### config.mk
export PLATFORM = sky130hd
export DESIGN_NAME = irq_flag_reg
export DESIGN_NICKNAME = d
export VERILOG_FILES = /design/src/rtl/irq_flag_pkg.sv /design/src/rtl/irq_src_cond.sv /design/src/rtl/irq_flag_core.sv /design/src/rtl/irq_flag_reg.sv
export SDC_FILE = /design/constraint.sdc
export NUM_CORES = 1
export LEC_CHECK = 0
export ABC_AREA = 0
export ABC_CLOCK_PERIOD_IN_PS = 2050
export BUFFER_PORTS_ARGS = -buffer_cell sky130_fd_sc_hd__buf_2
export CELL_PAD_IN_SITES_DETAIL_PLACEMENT = 1
export CELL_PAD_IN_SITES_GLOBAL_PLACEMENT = 1
export CORE_MARGIN = 10
export CORE_UTILIZATION = 38
export DETAILED_ROUTE_END_ITERATION = 10
export GPL_ROUTABILITY_DRIVEN = 0
export PLACE_DENSITY_LB_ADDON = 0.1
export SETUP_SLACK_MARGIN = 0.2
export SLEW_MARGIN = 20
export SYNTH_ARGS = -nofsm -noshare
export SYNTH_HDL_FRONTEND = slang
export SYNTH_SLANG_ARGS = --single-unit
### constraint.sdc
create_clock -name clk -period 2.05 [get_ports clk]
set_clock_uncertainty 0.05 [all_clocks]
set_input_delay 0.205 -clock clk [delete_from_list [all_inputs] [get_ports clk]]
set_output_delay 0.205 -clock clk [all_outputs]
set_load 0.01 [all_outputs]
### src/rtl/irq_flag_pkg.sv
package irq_flag_pkg;
    localparam int unsigned IRQ_SRC_N     = 8;
    localparam int unsigned IRQ_LOCK_IN   = 0;
    localparam int unsigned IRQ_LOCK_OUT  = 1;
    localparam int unsigned IRQ_LINK_DIS  = 2;
    localparam int unsigned IRQ_RX_OVF    = 3;
    localparam int unsigned IRQ_TX_EMPTY  = 4;
    localparam int unsigned IRQ_RX_AFULL  = 5;
    localparam int unsigned IRQ_TX_AEMPTY = 6;
    localparam int unsigned IRQ_CHIP_SEL  = 7;
    // sources whose input is a level and whose event is a 1-to-0 transition
    localparam logic [IRQ_SRC_N-1:0] IRQ_FALL_MASK = 8'h80;
endpackage

### src/rtl/irq_src_cond.sv
module irq_src_cond #(
    parameter int unsigned            NUM_SRC   = 8,
    parameter logic [NUM_SRC-1:0]     EDGE_MASK = '0
) (
    input  logic               clk,
    input  logic               rst_n,
    input  logic [NUM_SRC-1:0] src_i,
    output logic [NUM_SRC-1:0] evt_o
);
    for (genvar i = 0; i < NUM_SRC; i++) begin : g_src
        if (EDGE_MASK[i]) begin : g_fall
            logic prev_d, prev_q;

            always_comb begin
                prev_d = src_i[i];
            end

            always_ff @(posedge clk) begin
                if (!rst_n) prev_q <= 1'b0;
                else        prev_q <= prev_d;
            end

            assign evt_o[i] = prev_q & ~src_i[i];

            // a level-source event only on a genuine 1-to-0 transition
            p_fall_only_r7: assert property (@(posedge clk) disable iff (!rst_n)
                evt_o[i] |-> ($past(src_i[i]) && !src_i[i]));
        end else begin : g_pulse
            assign evt_o[i] = src_i[i];
        end
    end
endmodule

### src/rtl/irq_flag_core.sv
module irq_flag_core #(
    parameter int unsigned NUM_SRC = 8
) (
    input  logic               clk,
    input  logic               rst_n,
    input  logic [NUM_SRC-1:0] evt_i,
    input  logic               rd_active_i,
    output logic [NUM_SRC-1:0] flags_o,
    output logic               rd_done_o
);
    typedef struct packed {
        logic [NUM_SRC-1:0] vis;
        logic [NUM_SRC-1:0] pend;
        logic               rd;
    } core_st_t;

    core_st_t st_d, st_q;
    logic     rd_done;

    assign rd_done = st_q.rd & ~rd_active_i;

    always_comb begin
        st_d    = st_q;
        st_d.rd = rd_active_i;
        if (rd_active_i) begin
            st_d.pend = st_q.pend | evt_i;
        end else if (st_q.rd) begin
            st_d.vis  = st_q.pend | evt_i;
            st_d.pend = '0;
        end else begin
            st_d.vis = st_q.vis | evt_i;
        end
    end

    always_ff @(posedge clk) begin
        if (!rst_n) st_q <= '0;
        else        st_q <= st_d;
    end

    assign flags_o   = st_q.vis;
    assign rd_done_o = rd_done;

    // visible flags frozen during a read
    p_frozen_r4: assert property (@(posedge clk) disable iff (!rst_n)
        rd_active_i |=> $stable(st_q.vis));

    // no pending bit is lost while the read lasts
    p_pend_kept_r4: assert property (@(posedge clk) disable iff (!rst_n)
        rd_active_i |=> ((st_q.pend & $past(st_q.pend)) == $past(st_q.pend)));

    // sticky outside reads
    p_sticky_r5: assert property (@(posedge clk) disable iff (!rst_n)
        (!rd_active_i && !rd_done) |=> ((st_q.vis & $past(st_q.vis)) == $past(st_q.vis)));

    // the pending store is drained when the read ends
    p_pend_drained_r6: assert property (@(posedge clk) disable iff (!rst_n)
        rd_done |=> (st_q.pend == '0));

    // a read with nothing pending and no new event leaves the flags clear
    p_clear_r6: assert property (@(posedge clk) disable iff (!rst_n)
        (rd_done && evt_i == '0 && st_q.pend == '0) |=> (st_q.vis == '0));
endmodule

### src/rtl/irq_flag_reg.sv
module irq_flag_reg
    import irq_flag_pkg::*;
#(
    parameter int unsigned                NUM_SRC   = IRQ_SRC_N,
    parameter logic [NUM_SRC-1:0]         EDGE_MASK = IRQ_FALL_MASK
) (
    input  logic               clk,
    input  logic               rst_n,
    input  logic [NUM_SRC-1:0] src_i,
    input  logic [NUM_SRC-1:0] src_en_i,
    input  logic               rd_active_i,
    output logic [NUM_SRC-1:0] flags_o,
    output logic               irq_o
);
    logic [NUM_SRC-1:0] raw_evt;
    logic [NUM_SRC-1:0] gated_evt;
    logic               rd_done;

    irq_src_cond #(
        .NUM_SRC   (NUM_SRC),
        .EDGE_MASK (EDGE_MASK)
    ) u_cond (
        .clk   (clk),
        .rst_n (rst_n),
        .src_i (src_i),
        .evt_o (raw_evt)
    );

    always_comb begin
        gated_evt = raw_evt & src_en_i;
    end

    irq_flag_core #(
        .NUM_SRC (NUM_SRC)
    ) u_core (
        .clk         (clk),
        .rst_n       (rst_n),
        .evt_i       (gated_evt),
        .rd_active_i (rd_active_i),
        .flags_o     (flags_o),
        .rd_done_o   (rd_done)
    );

    assign irq_o = |flags_o;

    // outside a read, a flag rises only for a source enabled at that moment
    p_gate_r3: assert property (@(posedge clk) disable iff (!rst_n)
        (!rd_active_i && !rd_done) |=>
            ((flags_o & ~$past(flags_o) & ~$past(src_en_i)) == '0));
endmodule

; Yosys cells after proc, flatten, opt, wreduce, memory -nomap -nowiden
; Cells that the tools add are included.
[totals]
out_inout_bits = 9
reg_bits = 18
wordCells = 14
input_bits = 19
[classes]
bitwise = 5
mux = 3
n_reduce_logical = 2
[ops]
columns = operator, n
row1 = 8-bit two-way mux, 3
row2 = 8-bit bitwise OR, 2
row3 = 8-bit bitwise AND, 1
row4 = 8-bit OR reduction, 1
row5 = 2-bit nonzero test, 1
row6 = 1-bit bitwise AND, 1
row7 = 1-bit inverter, 1

; Logic depth before layout (Yosys ltp)
; Gate-level depths: netlist of run 1.
[depth]
ltp_word = 5
depth_mapped = 4
depth_no_buf = 3

; Hierarchy
; Synthesis of run 1 repeated with hierarchy kept, for this count alone.
[unflattened]
hier_cells = 102
hier_area_um2 = 992.2
[by_module_without_submodules]
columns = mod, seq_area_each_um2, cells_per_inst, instances, area_each_um2
row1 = irq_flag_core, 340.3, 81, 1, 837.1
row2 = irq_src_cond, 20.0, 10, 1, 88.8
row3 = irq_flag_reg, 0.0, 11, 1, 66.3

; Worst setup path after synthesis of run 1
; No wires, ideal clock.
[synth_path]
path_kind = flip-flop to flip-flop
startpoint = register u_core.st_q[0] (netlist name)
endpoint = register u_core.st_q (netlist bit u_core.flags_o[5])
t_required_ps = 1881
arrival_ps = 841
slack_ps = 1040
setup_time_ps = 119
stages_incl_launch_ff = 5
cell_sequence = dfxtp_1 buf_4 nand2b_4 buf_6 o221a_1
[synth_between]
elab_chain_len = 1
[synth_rtl]
columns = element, line_no
row1 = from (decl), irq_flag_core.sv:17  ; core_st_t st_d, st_q;
row2 = from (signal assigned), irq_flag_core.sv:37  ; else st_q <= st_d;
row3 = 8-bit two-way mux, irq_flag_core.sv:27  ; end else if (st_q.rd) begin
; Every way passes these cells.
; A chain may end at the register's enable or synchronous reset.

; Final worst setup path of run 1
[layout_path]
startpoint = register u_core.st_q (netlist bit u_core.flags_o[1])
endpoint = output port irq_o
[layout_between]
elab_chain_len = 1
[layout_rtl]
columns = element, line_no
row1 = 8-bit OR reduction, irq_flag_reg.sv:44  ; assign irq_o = |flags_o;
row2 = to (decl), irq_flag_reg.sv:13  ; output logic irq_o
; Every way passes these cells.

==> results of run 1 <==
-- metal layers --
layer	wire, um	up-vias	share of wire (%)	global-route usage [%]
li1	-	343	-	-
met2	857	18	43	13.86
met1	941	311	47	12.12
met3	179	2	9.0	3.846
met5	0	-	0	0
met4	13	0	0.65	3.846
-- cell usage in the layout (no fill, tap or decap) --
master and count:
sky130_fd_sc_hd__nor4_1 2, sky130_fd_sc_hd__dfxtp_1 18, sky130_fd_sc_hd__clkbuf_8 1, sky130_fd_sc_hd__nor2b_1 7
sky130_fd_sc_hd__clkbuf_4 3, sky130_fd_sc_hd__nor2_1 7, sky130_fd_sc_hd__a22oi_1 7, sky130_fd_sc_hd__and3b_1 1
sky130_fd_sc_hd__nand2b_1 1, sky130_fd_sc_hd__and2_1 2, sky130_fd_sc_hd__a21oi_1 9, sky130_fd_sc_hd__o221a_2 5
sky130_fd_sc_hd__nand3b_1 1, sky130_fd_sc_hd__inv_2 1, sky130_fd_sc_hd__nand2_1 1, sky130_fd_sc_hd__nand2b_4 1
sky130_fd_sc_hd__o221a_1 3, sky130_fd_sc_hd__a21o_1 7, sky130_fd_sc_hd__buf_2 27
-- layout make-up --
| class | instances | share of cell area, % |
|---|---|---|
| Clock buffer | 4 | 3.841 |
| Inverter | 1 | 0.3974 |
| Timing Repair Buffer | 27 | 14.30 |
| Tap cell | 27 | 3.576 |
| Multi-Input combinational cell | 54 | 39.74 |
| Sequential cell | 18 | 38.15 |
-- power by group --
part	total, mW	switching (mW)	internal, mW
Sequential	0.389	0.0165	0.373
Combinational	0.124	0.0614	0.0622
Clock	0.214	0.106	0.108
-- cell families (layout without fill, tap and decap cells) --
kind of cell,Yosys count,count (layout),share of synthesized area [%]
buffers and inverters,14,32,12.63
AO/OA/AOI/OAI,31,31,28.53
flip-flops,18,18,42.79
AND/OR/NAND/NOR,23,23,16.05
-- final timing paths --
kind / from / endpoint / slack (ps) / cells after the start
worst max-delay path: u_core.flags_o[1] / irq_o / 650 / 3
worst min-delay path: src_i[7] / u_cond.g_src[7].g_fall.prev_q / 80 / 2
worst max register to register: u_core.st_q[0] / u_core.st_q[8] / 840 / 3
worst min register to register: u_core.st_q[3] / u_core.st_q[3] / 500 / 2
-- flip-flops by register name (all words and copies together), names as in the netlist --
| signal | count |
|---|---|
| u_core.st_q | 9 |
| u_core.flags_o | 8 |
| u_cond.g_src.g_fall.prev_q | 1 |
==> impl_results.rst, run 1 <==
.. list-table::
   :header-rows: 1

   * - Metric
     - Value
   * - Outcome
     - complete, no violations
   * - Number of enable flip-flop cells after synthesis
     - 0
   * - Pwr dens
     - 769.5 nW/um^2
   * - Vias in the first global route
     - 724
   * - Yosys warning total
     - 0
   * - Top-area cell type share of the netlist area
     - 42.79%
   * - Global-route wire length before repair
     - 3.360 mm
   * - 1st-pass router iterations
     - 4
   * - Area taken by multi-input logic gates
     - 375.4 sq um
   * - Share of the clock period used by the worst path
     - 68.24%
   * - Fmax
     - 714.8 MHz
   * - Count of pins over their slew limit
     - 0
   * - Setup repair bufs after CTS
     - 0
   * - Remaining number of nets flagged by the antenna check after routing
     - 0
   * - Static Leakage
     - 0.4563 nW
   * - Worst setup path class
     - register to output pin
   * - Horiz. Die Dim
     - 67.08 um
   * - Critical Path Max Stage Delay
     - 340 ps
   * - Share of post-route cells with drive strength above 1
     - 36.54%
   * - Worst max-slew margin expressed relative to the limit
     - 74.87%
   * - Antenna diode count
     - 0
   * - Area of the die
     - 4499 sq um
   * - Average detailed-routed wire length per instance
     - 15.21 um
   * - Util after Layout
     - 46.26%
   * - Number of fill cells
     - 268
   * - Total congestion overflow
     - 0
   * - Setup violation total in the final timing report
     - 0
   * - Synth Net Count
     - 105
   * - Total number of placement rows
     - 16
   * - DRC violations left
     - 0
   * - TNS Setup
     - 0 ps
   * - Max Cap Violations
     - 0
   * - Share of synthesized registers carrying an async set or reset
     - 0%
   * - Hold buffers post-CTS
     - 0
   * - Register area
     - 360.3 sq um
   * - Number of CTS-inserted buffers
     - 3
   * - Cell count after synthesis
     - 86
   * - Port Buffer Count
     - 27
   * - Portion of the post-synthesis area used by sequential elements
     - 42.79%
   * - Critical Path Sink Type
     - output pin
   * - PostCTS Resize Cnt
     - 0
   * - Top FF cell, synth
     - sky130_fd_sc_hd__dfxtp_1
   * - Clk buf depth
     - 2
   * - Setup slack after placement
     - 861.4 ps
   * - Transition at the pin with the smallest max-transition slack
     - 376.5 ps
   * - Cell types with the highest counts after synthesis
     - 18 x sky130_fd_sc_hd__dfxtp_1, 10 x sky130_fd_sc_hd__buf_4, 9 x sky130_fd_sc_hd__a21oi_1
   * - Source-to-sink clock delay at the later pin of the worst-skew pair
     - 280 ps
   * - Critical Path Source Type
     - register
   * - Worst hold margin
     - 83.15 ps
   * - Die Y
     - 67.08 um
   * - Required time worst endpoint
     - 1790 ps
   * - Post-Synthesis Mean Instance Area
     - 9.791 sq um
   * - Effective utilization at floorplan
     - 41.24%
   * - Worst supply voltage drop on vdd
     - 0.0003458 V
   * - Post-detailed-route via-to-cell ratio
     - 5.145
   * - Clock Sinks
     - 18
   * - Unrepaired setup endpoints after global routing
     - false
   * - Period minus WS final
     - 1399 ps
   * - Vias
     - 674
   * - Top-count cell post-synth
     - sky130_fd_sc_hd__dfxtp_1
   * - Post-detailed-routing wire length
     - 1.992 mm
   * - Post-synthesis register bit count
     - 18
   * - Core footprint
     - 2042 sq um
   * - Cell-by-cell listing of the critical path
     - nor4_1 > nand2_1 > buf_2
   * - Largest net degree at the start of global routing
     - 19
   * - Post-Synthesis Cell Area
     - 842.1 sq um
   * - Number of antenna violations at the first check in global routing
     - 0
   * - Area growth from synthesis to layout
     - 12.18%
   * - Final Worst Setup Slack
     - 651.1 ps
   * - Crit path arrival time
     - 1140 ps
   * - Count of cell types in the netlist
     - 19
   * - Tightest Hold Check Type
     - input pin to register
   * - Placed Instance Area
     - 908.4 sq um
   * - Clock Root Buffer
     - sky130_fd_sc_hd__clkbuf_4
   * - Non-filler cells, final
     - 131
   * - TritonCTS clock tree
     - done
   * - Post-placement cell count
     - 127
   * - HPWL after detailed placement
     - 1.612 mm
   * - Final Hold Fails
     - 0
   * - Number of nets at the end of the flow
     - 124
   * - Buffers and inverters on the worst path
     - 1
   * - Largest cells by area after synthesis
     - sky130_fd_sc_hd__dfxtp_1 43%, sky130_fd_sc_hd__buf_4 8.9%, sky130_fd_sc_hd__o221a_2 6.7%, sky130_fd_sc_hd__a21o_1 6.2%, sky130_fd_sc_hd__a22oi_1 6.2%
   * - Count of H-tree levels built during CTS
     - 1
   * - Iteration-0 DRC count of the detailed router
     - 14
   * - CP Max Fanout
     - 3
   * - Clock-pin slew on the worst setup and hold paths
     - 100 ps
   * - Master of the slowest instance on the critical path
     - sky130_fd_sc_hd__dfxtp_1
   * - Cell area after layout
     - 944.7 sq um
   * - Pwr Total
     - 0.7269 mW
   * - Count of boundary I/O pins
     - 28
   * - Cell accounting for the most synthesized area
     - sky130_fd_sc_hd__dfxtp_1
   * - Category of cells accounting for the largest share of critical-path delay
     - simple AND/OR/NAND/NOR gates
   * - Total global routing track utilization
     - 9.543%
Power figures use the tool's default switching activity.
==> run 2: changes to the inputs <==
--- a/config.mk
+++ b/config.mk
@@ -5,13 +5,13 @@
 export SDC_FILE = /design/constraint.sdc
 export NUM_CORES = 1
 export LEC_CHECK = 0
-export ABC_AREA = 0
-export ABC_CLOCK_PERIOD_IN_PS = 2050
+export ABC_AREA = 1
+export ABC_CLOCK_PERIOD_IN_PS = 1400
 export BUFFER_PORTS_ARGS = -buffer_cell sky130_fd_sc_hd__buf_2
 export CELL_PAD_IN_SITES_DETAIL_PLACEMENT = 1
 export CELL_PAD_IN_SITES_GLOBAL_PLACEMENT = 1
 export CORE_MARGIN = 10
-export CORE_UTILIZATION = 38
+export CORE_UTILIZATION = 35
 export DETAILED_ROUTE_END_ITERATION = 10
 export GPL_ROUTABILITY_DRIVEN = 0
 export PLACE_DENSITY_LB_ADDON = 0.1
==> constraint.sdc (replaced) <==
create_clock -name clk -period 1.4 [get_ports clk]
set_clock_uncertainty 0.05 [all_clocks]
set_input_delay 0.14 -clock clk [delete_from_list [all_inputs] [get_ports clk]]
set_output_delay 0.14 -clock clk [all_outputs]
set_load 0.01 [all_outputs]
==> impl_results.rst, run 2 <==
.. list-table::
   :header-rows: 1

   * - Metric
     - Value
   * - Clock Root Buffer
     - sky130_fd_sc_hd__clkbuf_4
   * - Required time worst endpoint
     - 1210 ps (-580 ps)
   * - TritonCTS clock tree
     - done
   * - Number of nets at the end of the flow
     - 171 (+38%)
   * - Count of cell types in the netlist
     - 20 (+1)
   * - Iteration-0 DRC count of the detailed router
     - 32 (+18)
   * - Master of the slowest instance on the critical path
     - sky130_fd_sc_hd__dfxtp_1
   * - Static Leakage
     - 0.5820 nW (+28%)
   * - Number of CTS-inserted buffers
     - 3 (unchanged)
   * - Worst setup path class
     - register to output pin
   * - Top-area cell type share of the netlist area
     - 37.02% (-5.8 points)
   * - CP Max Fanout
     - 2 (-1)
   * - Area of the die
     - 5290 sq um (+18%)
   * - Antenna diode count
     - 0 (unchanged)
   * - Synth Net Count
     - 149 (+42%)
   * - Die Y
     - 72.74 um (+8.4%)
   * - Period minus WS final
     - 1327 ps
   * - Area growth from synthesis to layout
     - 14.01%
   * - Horiz. Die Dim
     - 72.74 um (+8.4%)
   * - DRC violations left
     - 0 (unchanged)
   * - Unrepaired setup endpoints after global routing
     - true
   * - HPWL after detailed placement
     - 1.670 mm (+3.6%)
   * - Share of post-route cells with drive strength above 1
     - 39.07% (+2.5 points)
   * - Portion of the post-synthesis area used by sequential elements
     - 37.02% (-5.8 points)
   * - Post-detailed-route via-to-cell ratio
     - 4.445 (-14%)
   * - Largest cells by area after synthesis
     - sky130_fd_sc_hd__dfxtp_1 37%, sky130_fd_sc_hd__nand2_1 10%, sky130_fd_sc_hd__nor2_1 9.3%, sky130_fd_sc_hd__nor3_2 7.2%, sky130_fd_sc_hd__inv_1 6.6%
   * - Cell area after layout
     - 1110 sq um (+17%)
   * - Cell types with the highest counts after synthesis
     - 26 x sky130_fd_sc_hd__nand2_1, 24 x sky130_fd_sc_hd__nor2_1, 18 x sky130_fd_sc_hd__dfxtp_1, 17 x sky130_fd_sc_hd__inv_1, 10 x sky130_fd_sc_hd__nor2_2
   * - Setup violation total in the final timing report
     - 0 (unchanged)
   * - Critical Path Max Stage Delay
     - 330 ps (about the same)
   * - Non-filler cells, final
     - 182 (+39%)
   * - Pwr Total
     - 1.117 mW (+54%)
   * - Util after Layout
     - 40.95% (-5.3 points)
   * - Vias
     - 809 (+20%)
   * - Number of enable flip-flop cells after synthesis
     - 0 (unchanged)
   * - Setup slack after placement
     - 267.7 ps (-593.7 ps)
   * - Average detailed-routed wire length per instance
     - 11.73 um (-23%)
   * - Vias in the first global route
     - 927 (+28%)
   * - Transition at the pin with the smallest max-transition slack
     - 426.4 ps (+49.93 ps)
   * - Total number of placement rows
     - 19 (+3)
   * - Yosys warning total
     - 0 (unchanged)
   * - Number of antenna violations at the first check in global routing
     - 0 (unchanged)
   * - Cell count after synthesis
     - 130 (+51%)
   * - Commonest cells after routing, fill and taps aside
     - 27 x sky130_fd_sc_hd__buf_2, 25 x sky130_fd_sc_hd__nand2_1, 24 x sky130_fd_sc_hd__nor2_1, 17 x sky130_fd_sc_hd__dfxtp_1, 16 x sky130_fd_sc_hd__inv_1
   * - Source-to-sink clock delay at the later pin of the worst-skew pair
     - 310 ps (+30 ps)
   * - Clock-pin slew on the worst setup and hold paths
     - 120 ps (+20 ps)
   * - Count of pins over their slew limit
     - 0 (unchanged)
   * - TNS Setup
     - 0 ps (unchanged)
   * - Core footprint
     - 2710 sq um (+33%)
   * - Remaining number of nets flagged by the antenna check after routing
     - 0 (unchanged)
   * - Tightest Hold Check Type
     - input pin to register
   * - Global-route wire length before repair
     - 4.002 mm (+19%)
   * - Clock Sinks
     - 18 (unchanged)
   * - Post-synthesis register bit count
     - 18 (unchanged)
   * - Final Worst Setup Slack
     - 73.02 ps (-578.0 ps)
   * - Cell-by-cell listing of the critical path
     - inv_1 > nand2_2 > nor3_4 > nand4_1 > buf_2
   * - Share of the clock period used by the worst path
     - 94.78%
   * - Worst hold margin
     - 46.01 ps (-37.13 ps)
   * - Commonest non-fill, non-tap cell in the layout
     - sky130_fd_sc_hd__buf_2
   * - Post-Synthesis Mean Instance Area
     - 7.488 sq um (-24%)
   * - Effective utilization at floorplan
     - 35.92% (-5.3 points)
   * - Worst supply voltage drop on vdd
     - 0.0005132 V (+48%)
   * - Critical Path Source Type
     - register
   * - Share of synthesized registers carrying an async set or reset
     - 0% (unchanged)
   * - Max reg flops
     - 9 (unchanged)
   * - Largest net degree at the start of global routing
     - 19 (unchanged)
   * - Post-Synthesis Cell Area
     - 973.4 sq um (+16%)
   * - Register with the most flip-flops
     - u_core.st_q
   * - Worst max-slew margin expressed relative to the limit
     - 71.57% (-3.3 points)
   * - Number of fill cells
     - 363 (+35%)
   * - Outcome
     - complete, no violations
   * - Clk buf depth
     - 2 (unchanged)
   * - Pwr dens
     - 1006 nW/um^2 (+31%)
   * - Max Cap Violations
     - 0 (unchanged)
   * - 1st-pass router iterations
     - 3 (-1)
   * - Port Buffer Count
     - 27 (unchanged)
   * - Count of boundary I/O pins
     - 28 (unchanged)
   * - Post-detailed-routing wire length
     - 2.134 mm (+7.1%)
   * - Fmax
     - 753.6 MHz
   * - Total congestion overflow
     - 0 (unchanged)
   * - Top FF cell, synth
     - sky130_fd_sc_hd__dfxtp_1
   * - Count of H-tree levels built during CTS
     - 1 (unchanged)
   * - Cell accounting for the most synthesized area
     - sky130_fd_sc_hd__dfxtp_1
   * - Placed Instance Area
     - 1049 sq um (+15%)
   * - Top-count cell post-synth
     - sky130_fd_sc_hd__nand2_1
   * - Critical Path Sink Type
     - output pin
   * - Final Hold Fails
     - 0 (unchanged)
   * - Crit path arrival time
     - 1140 ps (about the same)
   * - Total global routing track utilization
     - 9.073% (-0.47 points)
   * - Post-placement cell count
     - 177 (+39%)
[run 2: changes by cell type after synthesis, moves of 3 or more]
cell	change
sky130_fd_sc_hd__a21o_1	-7
sky130_fd_sc_hd__nor3_2	+7
sky130_fd_sc_hd__nor2_2	+10
sky130_fd_sc_hd__inv_1	+17
sky130_fd_sc_hd__a21oi_1	-9
sky130_fd_sc_hd__o21ai_1	+5
sky130_fd_sc_hd__nand2_2	+3
sky130_fd_sc_hd__a22oi_1	-7
sky130_fd_sc_hd__nand2_1	+25
sky130_fd_sc_hd__nor2_1	+17
sky130_fd_sc_hd__nor2b_1	-7
sky130_fd_sc_hd__o221a_2	-5
sky130_fd_sc_hd__o221a_1	-3
[run 2: where the power goes]
| group | leakage (nW) | internal, mW | total [mW] | switching, mW |
|---|---|---|---|---|
| Combinational | 0.413 | 0.0892 | 0.217 | 0.127 |
| Clock | 0.0210 | 0.159 | 0.339 | 0.181 |
| Sequential | 0.148 | 0.542 | 0.561 | 0.0192 |
[run 2: cells by family after synthesis]
kind of cell	count (synthesis)	share of synthesized area, %
AO/OA/AOI/OAI	8	5.398
flip-flops	18	37.02
AND/OR/NAND/NOR	74	39.33
buffers and inverters	30	18.25
[run 2: per-layer routing]
layer	vias up	track usage (%)	wire [um]
li1	427	-	-
met1	358	10.86	1021
met2	19	14.74	950
met3	5	2.585	129
met4	0	3.797	34
met5	-	0	0
[run 2: worst paths after layout]
| path | to | cells after the start | startpoint | slack [ps] |
|---|---|---|---|---|
| worst max-delay path | irq_o | 5 | u_core.flags_o[5] | 70 |
| worst max register to register | u_core.flags_o[7] | 6 | u_core.st_q[0] | 410 |
| worst min-delay path | u_core.flags_o[7] | 3 | rst_n | 50 |
| worst min register to register | u_core.st_q[7] | 1 | u_core.st_q[7] | 450 |
[run 2: final cells by class]
type                       count  area (sq um)  area share, %
multi-input combinational     82         449.2          40.47
sequential                    18         361.6          32.58
timing repair buffer          28         145.1          13.08
inverter                      19         78.83          7.103
tap                           31         38.79          3.495
clock buffer                   4         36.28          3.269
[run 2: critical path, delay by kind of cell, from the launching register on]
family,cells,cell delay [ps]
flip-flops,1,330
AND/OR/NAND/NOR,3,270
buffers and inverters,2,230
[run 2: what timing repair did]
action | CTS | global route
hold buffers | 1 | 0
endpoints found under the hold margin | 1 | 0
setup endpoints to repair | 1 | 1
resized for setup | 1 | 4
setup buffers | 0 | 0
==> run 3: changes to the inputs <==
--- a/config.mk
+++ b/config.mk
@@ -5,13 +5,12 @@
 export SDC_FILE = /design/constraint.sdc
 export NUM_CORES = 1
 export LEC_CHECK = 0
-export ABC_AREA = 1
 export ABC_CLOCK_PERIOD_IN_PS = 1400
 export BUFFER_PORTS_ARGS = -buffer_cell sky130_fd_sc_hd__buf_2
 export CELL_PAD_IN_SITES_DETAIL_PLACEMENT = 1
 export CELL_PAD_IN_SITES_GLOBAL_PLACEMENT = 1
 export CORE_MARGIN = 10
-export CORE_UTILIZATION = 35
+export CORE_UTILIZATION = 36
 export DETAILED_ROUTE_END_ITERATION = 10
 export GPL_ROUTABILITY_DRIVEN = 0
 export PLACE_DENSITY_LB_ADDON = 0.1
==> impl_results.rst, run 3 (same netlist as run 1, synthesis figures left out) <==
.. list-table::
   :header-rows: 1

   * - Metric
     - Value
   * - Cell-by-cell listing of the critical path
     - nor4_4 > nand2_1 > buf_2
   * - Depth of the most critical reg-to-reg path
     - 3 (-3)
   * - Worst max-slew margin expressed relative to the limit
     - 79.99% (+8.4 points)
   * - Static Leakage
     - 0.4599 nW (-21%)
   * - Post-detailed-route via-to-cell ratio
     - 5.174 (+16%)
   * - Tightest Hold Check Type
     - input pin to register
   * - Critical Path Max Stage Delay
     - 350 ps (+20 ps)
   * - Unrepaired setup endpoints after global routing
     - true
   * - Required time worst endpoint
     - 1210 ps (about the same)
   * - Vias in the first global route
     - 671 (-28%)
   * - Capture point of the worst reg-to-reg path
     - u_core.st_q[8]
   * - Total congestion overflow
     - 0 (unchanged)
   * - Share of post-route cells with drive strength above 1
     - 40.38% (+1.3 points)
   * - Worst supply voltage drop on vdd
     - 0.0006256 V (+22%)
   * - Area of the die
     - 4674 sq um (-12%)
   * - Net Sw Power
     - 0.2749 mW (-16%)
   * - Commonest non-fill, non-tap cell in the layout
     - sky130_fd_sc_hd__buf_2
   * - Post-detailed-routing wire length
     - 2.013 mm (-5.7%)
   * - TritonCTS clock tree
     - done
   * - Largest net degree at the start of global routing
     - 19 (unchanged)
   * - Count of H-tree levels built during CTS
     - 1 (unchanged)
   * - Source-to-sink clock delay at the later pin of the worst-skew pair
     - 290 ps (-20 ps)
   * - Total number of placement rows
     - 17 (-2)
   * - Design internal power
     - 0.7460 mW (-5.5%)
   * - CP Max Fanout
     - 3 (+1)
   * - Final Hold Fails
     - 0 (unchanged)
   * - Pwr dens
     - 1065 nW/um^2 (+5.8%)
   * - Master of the slowest instance on the critical path
     - sky130_fd_sc_hd__dfxtp_2
   * - Port Buffer Count
     - 27 (unchanged)
   * - Total global routing track utilization
     - 9.028% (-0.045 points)
   * - Number of nets at the end of the flow
     - 125 (-27%)
   * - Clock Sinks
     - 18 (unchanged)
   * - Post-placement cell count
     - 128 (-28%)
   * - Average detailed-routed wire length per instance
     - 15.25 um (+30%)
   * - Count of boundary I/O pins
     - 28 (unchanged)
   * - Clock-pin slew on the worst setup and hold paths
     - 100 ps (-20 ps)
   * - Antenna diode count
     - 0 (unchanged)
   * - DRC violations left
     - 0 (unchanged)
   * - Remaining number of nets flagged by the antenna check after routing
     - 0 (unchanged)
   * - Core footprint
     - 2212 sq um (-18%)
   * - Critical Path Sink Type
     - output pin
   * - Max reg flops
     - 9 (unchanged)
   * - Util after Layout
     - 43.33% (+2.4 points)
   * - Non-filler cells, final
     - 132 (-27%)
   * - Period minus WS final
     - 1312 ps (-15.03 ps)
   * - Transition at the pin with the smallest max-transition slack
     - 300.1 ps (-126.3 ps)
   * - Combinational power share
     - 18.6% (-0.8 points)
   * - Register with the most flip-flops
     - u_core.st_q
   * - Clock Root Buffer
     - sky130_fd_sc_hd__clkbuf_4
   * - Global-route wire length before repair
     - 3.243 mm (-19%)
   * - Worst setup path class
     - register to output pin
   * - Clock power frac
     - 25.0% (-5.4 points)
   * - Crit path arrival time
     - 1120 ps (-20 ps)
   * - Number of CTS-inserted buffers
     - 3 (unchanged)
   * - Start point of the critical path
     - u_core.flags_o[6]
   * - Max Cap Violations
     - 0 (unchanged)
   * - Worst setup endpoint
     - irq_o
   * - HPWL after detailed placement
     - 1.603 mm (-4.0%)
   * - Share of the clock period used by the worst path
     - 93.71% (-1.1 points)
   * - Setup violation total in the final timing report
     - 0 (unchanged)
   * - FF-to-FF Start
     - u_core.st_q[0]
   * - Number of antenna violations at the first check in global routing
     - 0 (unchanged)
   * - Reg2Reg Setup Slack
     - 350 ps (-60 ps)
   * - Area growth from synthesis to layout
     - 13.82%
   * - Iteration-0 DRC count of the detailed router
     - 21 (-34%)
   * - 1st-pass router iterations
     - 4 (+1)
   * - Die Y
     - 68.37 um (-6.0%)
   * - Count of pins over their slew limit
     - 0 (unchanged)
   * - Commonest cells after routing, fill and taps aside
     - 27 x sky130_fd_sc_hd__buf_2, 15 x sky130_fd_sc_hd__dfxtp_1, 9 x sky130_fd_sc_hd__a21oi_1
   * - Effective utilization at floorplan
     - 38.07% (+2.1 points)
   * - Outcome
     - complete, no violations
   * - Critical Path Source Type
     - register
   * - Horiz. Die Dim
     - 68.37 um (-6.0%)
   * - Clk buf depth
     - 2 (unchanged)
   * - Switching Share
     - 26.93% (-2.4 points)
   * - Vias
     - 683 (-16%)
   * - Fmax
     - 762.2 MHz (+1.1%)
   * - Fraction of power consumed by sequential logic
     - 56.3% (+6.1 points)
## run 3: cell count changes in the layout (fill, tap and decap cells not counted), moves of 9 or more
| cell | previous run | this run |
|---|---|---|
| sky130_fd_sc_hd__inv_1 | 16 | 0 |
| sky130_fd_sc_hd__nor2_1 | 24 | 7 |
| sky130_fd_sc_hd__a21oi_1 | 0 | 9 |
| sky130_fd_sc_hd__nor2_2 | 10 | 0 |
| sky130_fd_sc_hd__nand2_1 | 25 | 1 |
## run 3: worst min path at each step
stage,start,endpoint,slack (ps),cells past startpoint
after floorplan,src_i[7],u_cond.g_src[7].g_fall.prev_q,210,1
after global placement,src_i[7],u_cond.g_src[7].g_fall.prev_q,300,2
after detailed placement,src_i[7],u_cond.g_src[7].g_fall.prev_q,310,2
after CTS,src_i[7],u_cond.g_src[7].g_fall.prev_q,3,2
after global routing,src_i[7],u_cond.g_src[7].g_fall.prev_q,4,2
final,src_i[7],u_cond.g_src[7].g_fall.prev_q,10,2
## run 3: power groups by stage
stage / Combinational [mW] / Sequential (mW) / Clock [mW]
final: 0.190 / 0.575 / 0.256
after global routing: 0.215 / 0.581 / 0.275
after CTS: 0.190 / 0.573 / 0.267
after detailed placement: 0.183 / 0.583 / 0
after global placement: 0.182 / 0.581 / 0
after floorplan: 0.145 / 0.573 / 0
## run 3: final cells by class
class	count	area, sq um
timing repair buffer	28	142.6
inverter	1	3.754
clock buffer	3	22.52
multi-input combinational	54	390.4
tap	28	35.03
fill	277	1254
sequential	18	364.1
## run 3: timing repair
action | in CTS | in global routing
gates resized for setup | 3 | 2
hold buffers | 0 | 0
setup endpoints to repair | 2 | 1
pin swaps | 2 | 1
cloned | 0 | 0
setup buffers | 1 | 0
## run 3: metal layers
layer | global-route usage (%) | share of wire [%] | up-vias
li1 | - | - | 346
met1 | 12.64 | 52 | 312
met2 | 12.33 | 40 | 23
met3 | 3.263 | 7.8 | 2
met4 | 3.015 | 0.84 | 0
met5 | 0 | 0 | -
## run 3: metrics by stage
step | TNS [ps] | hold slack (ps) | cell area, sq um | worst slack [ps] | power, mW
6_report | 0 | 12.38 | 958.4 | 88.05 | 1.021
2_1_floorplan | 0 | 211.7 | 842.1 | 390.5 | 0.7174
3_5_place_dp | 0 | 312.0 | 909.6 | 190.1 | 0.7665
5_1_grt | -0.8846 | 4.463 | 958.4 | -0.8846 | 1.071
3_3_place_gp | 0 | 300.6 | 909.6 | 228.9 | 0.7625
4_1_cts | 0 | 2.621 | 948.4 | 57.62 | 1.030
## run 3: critical path: cells and delay by family, from the launching register on
kind	cells	cell delay [ps]
DFF	1	350
buffers and inverters	1	140
and+or+nand+nor	2	330
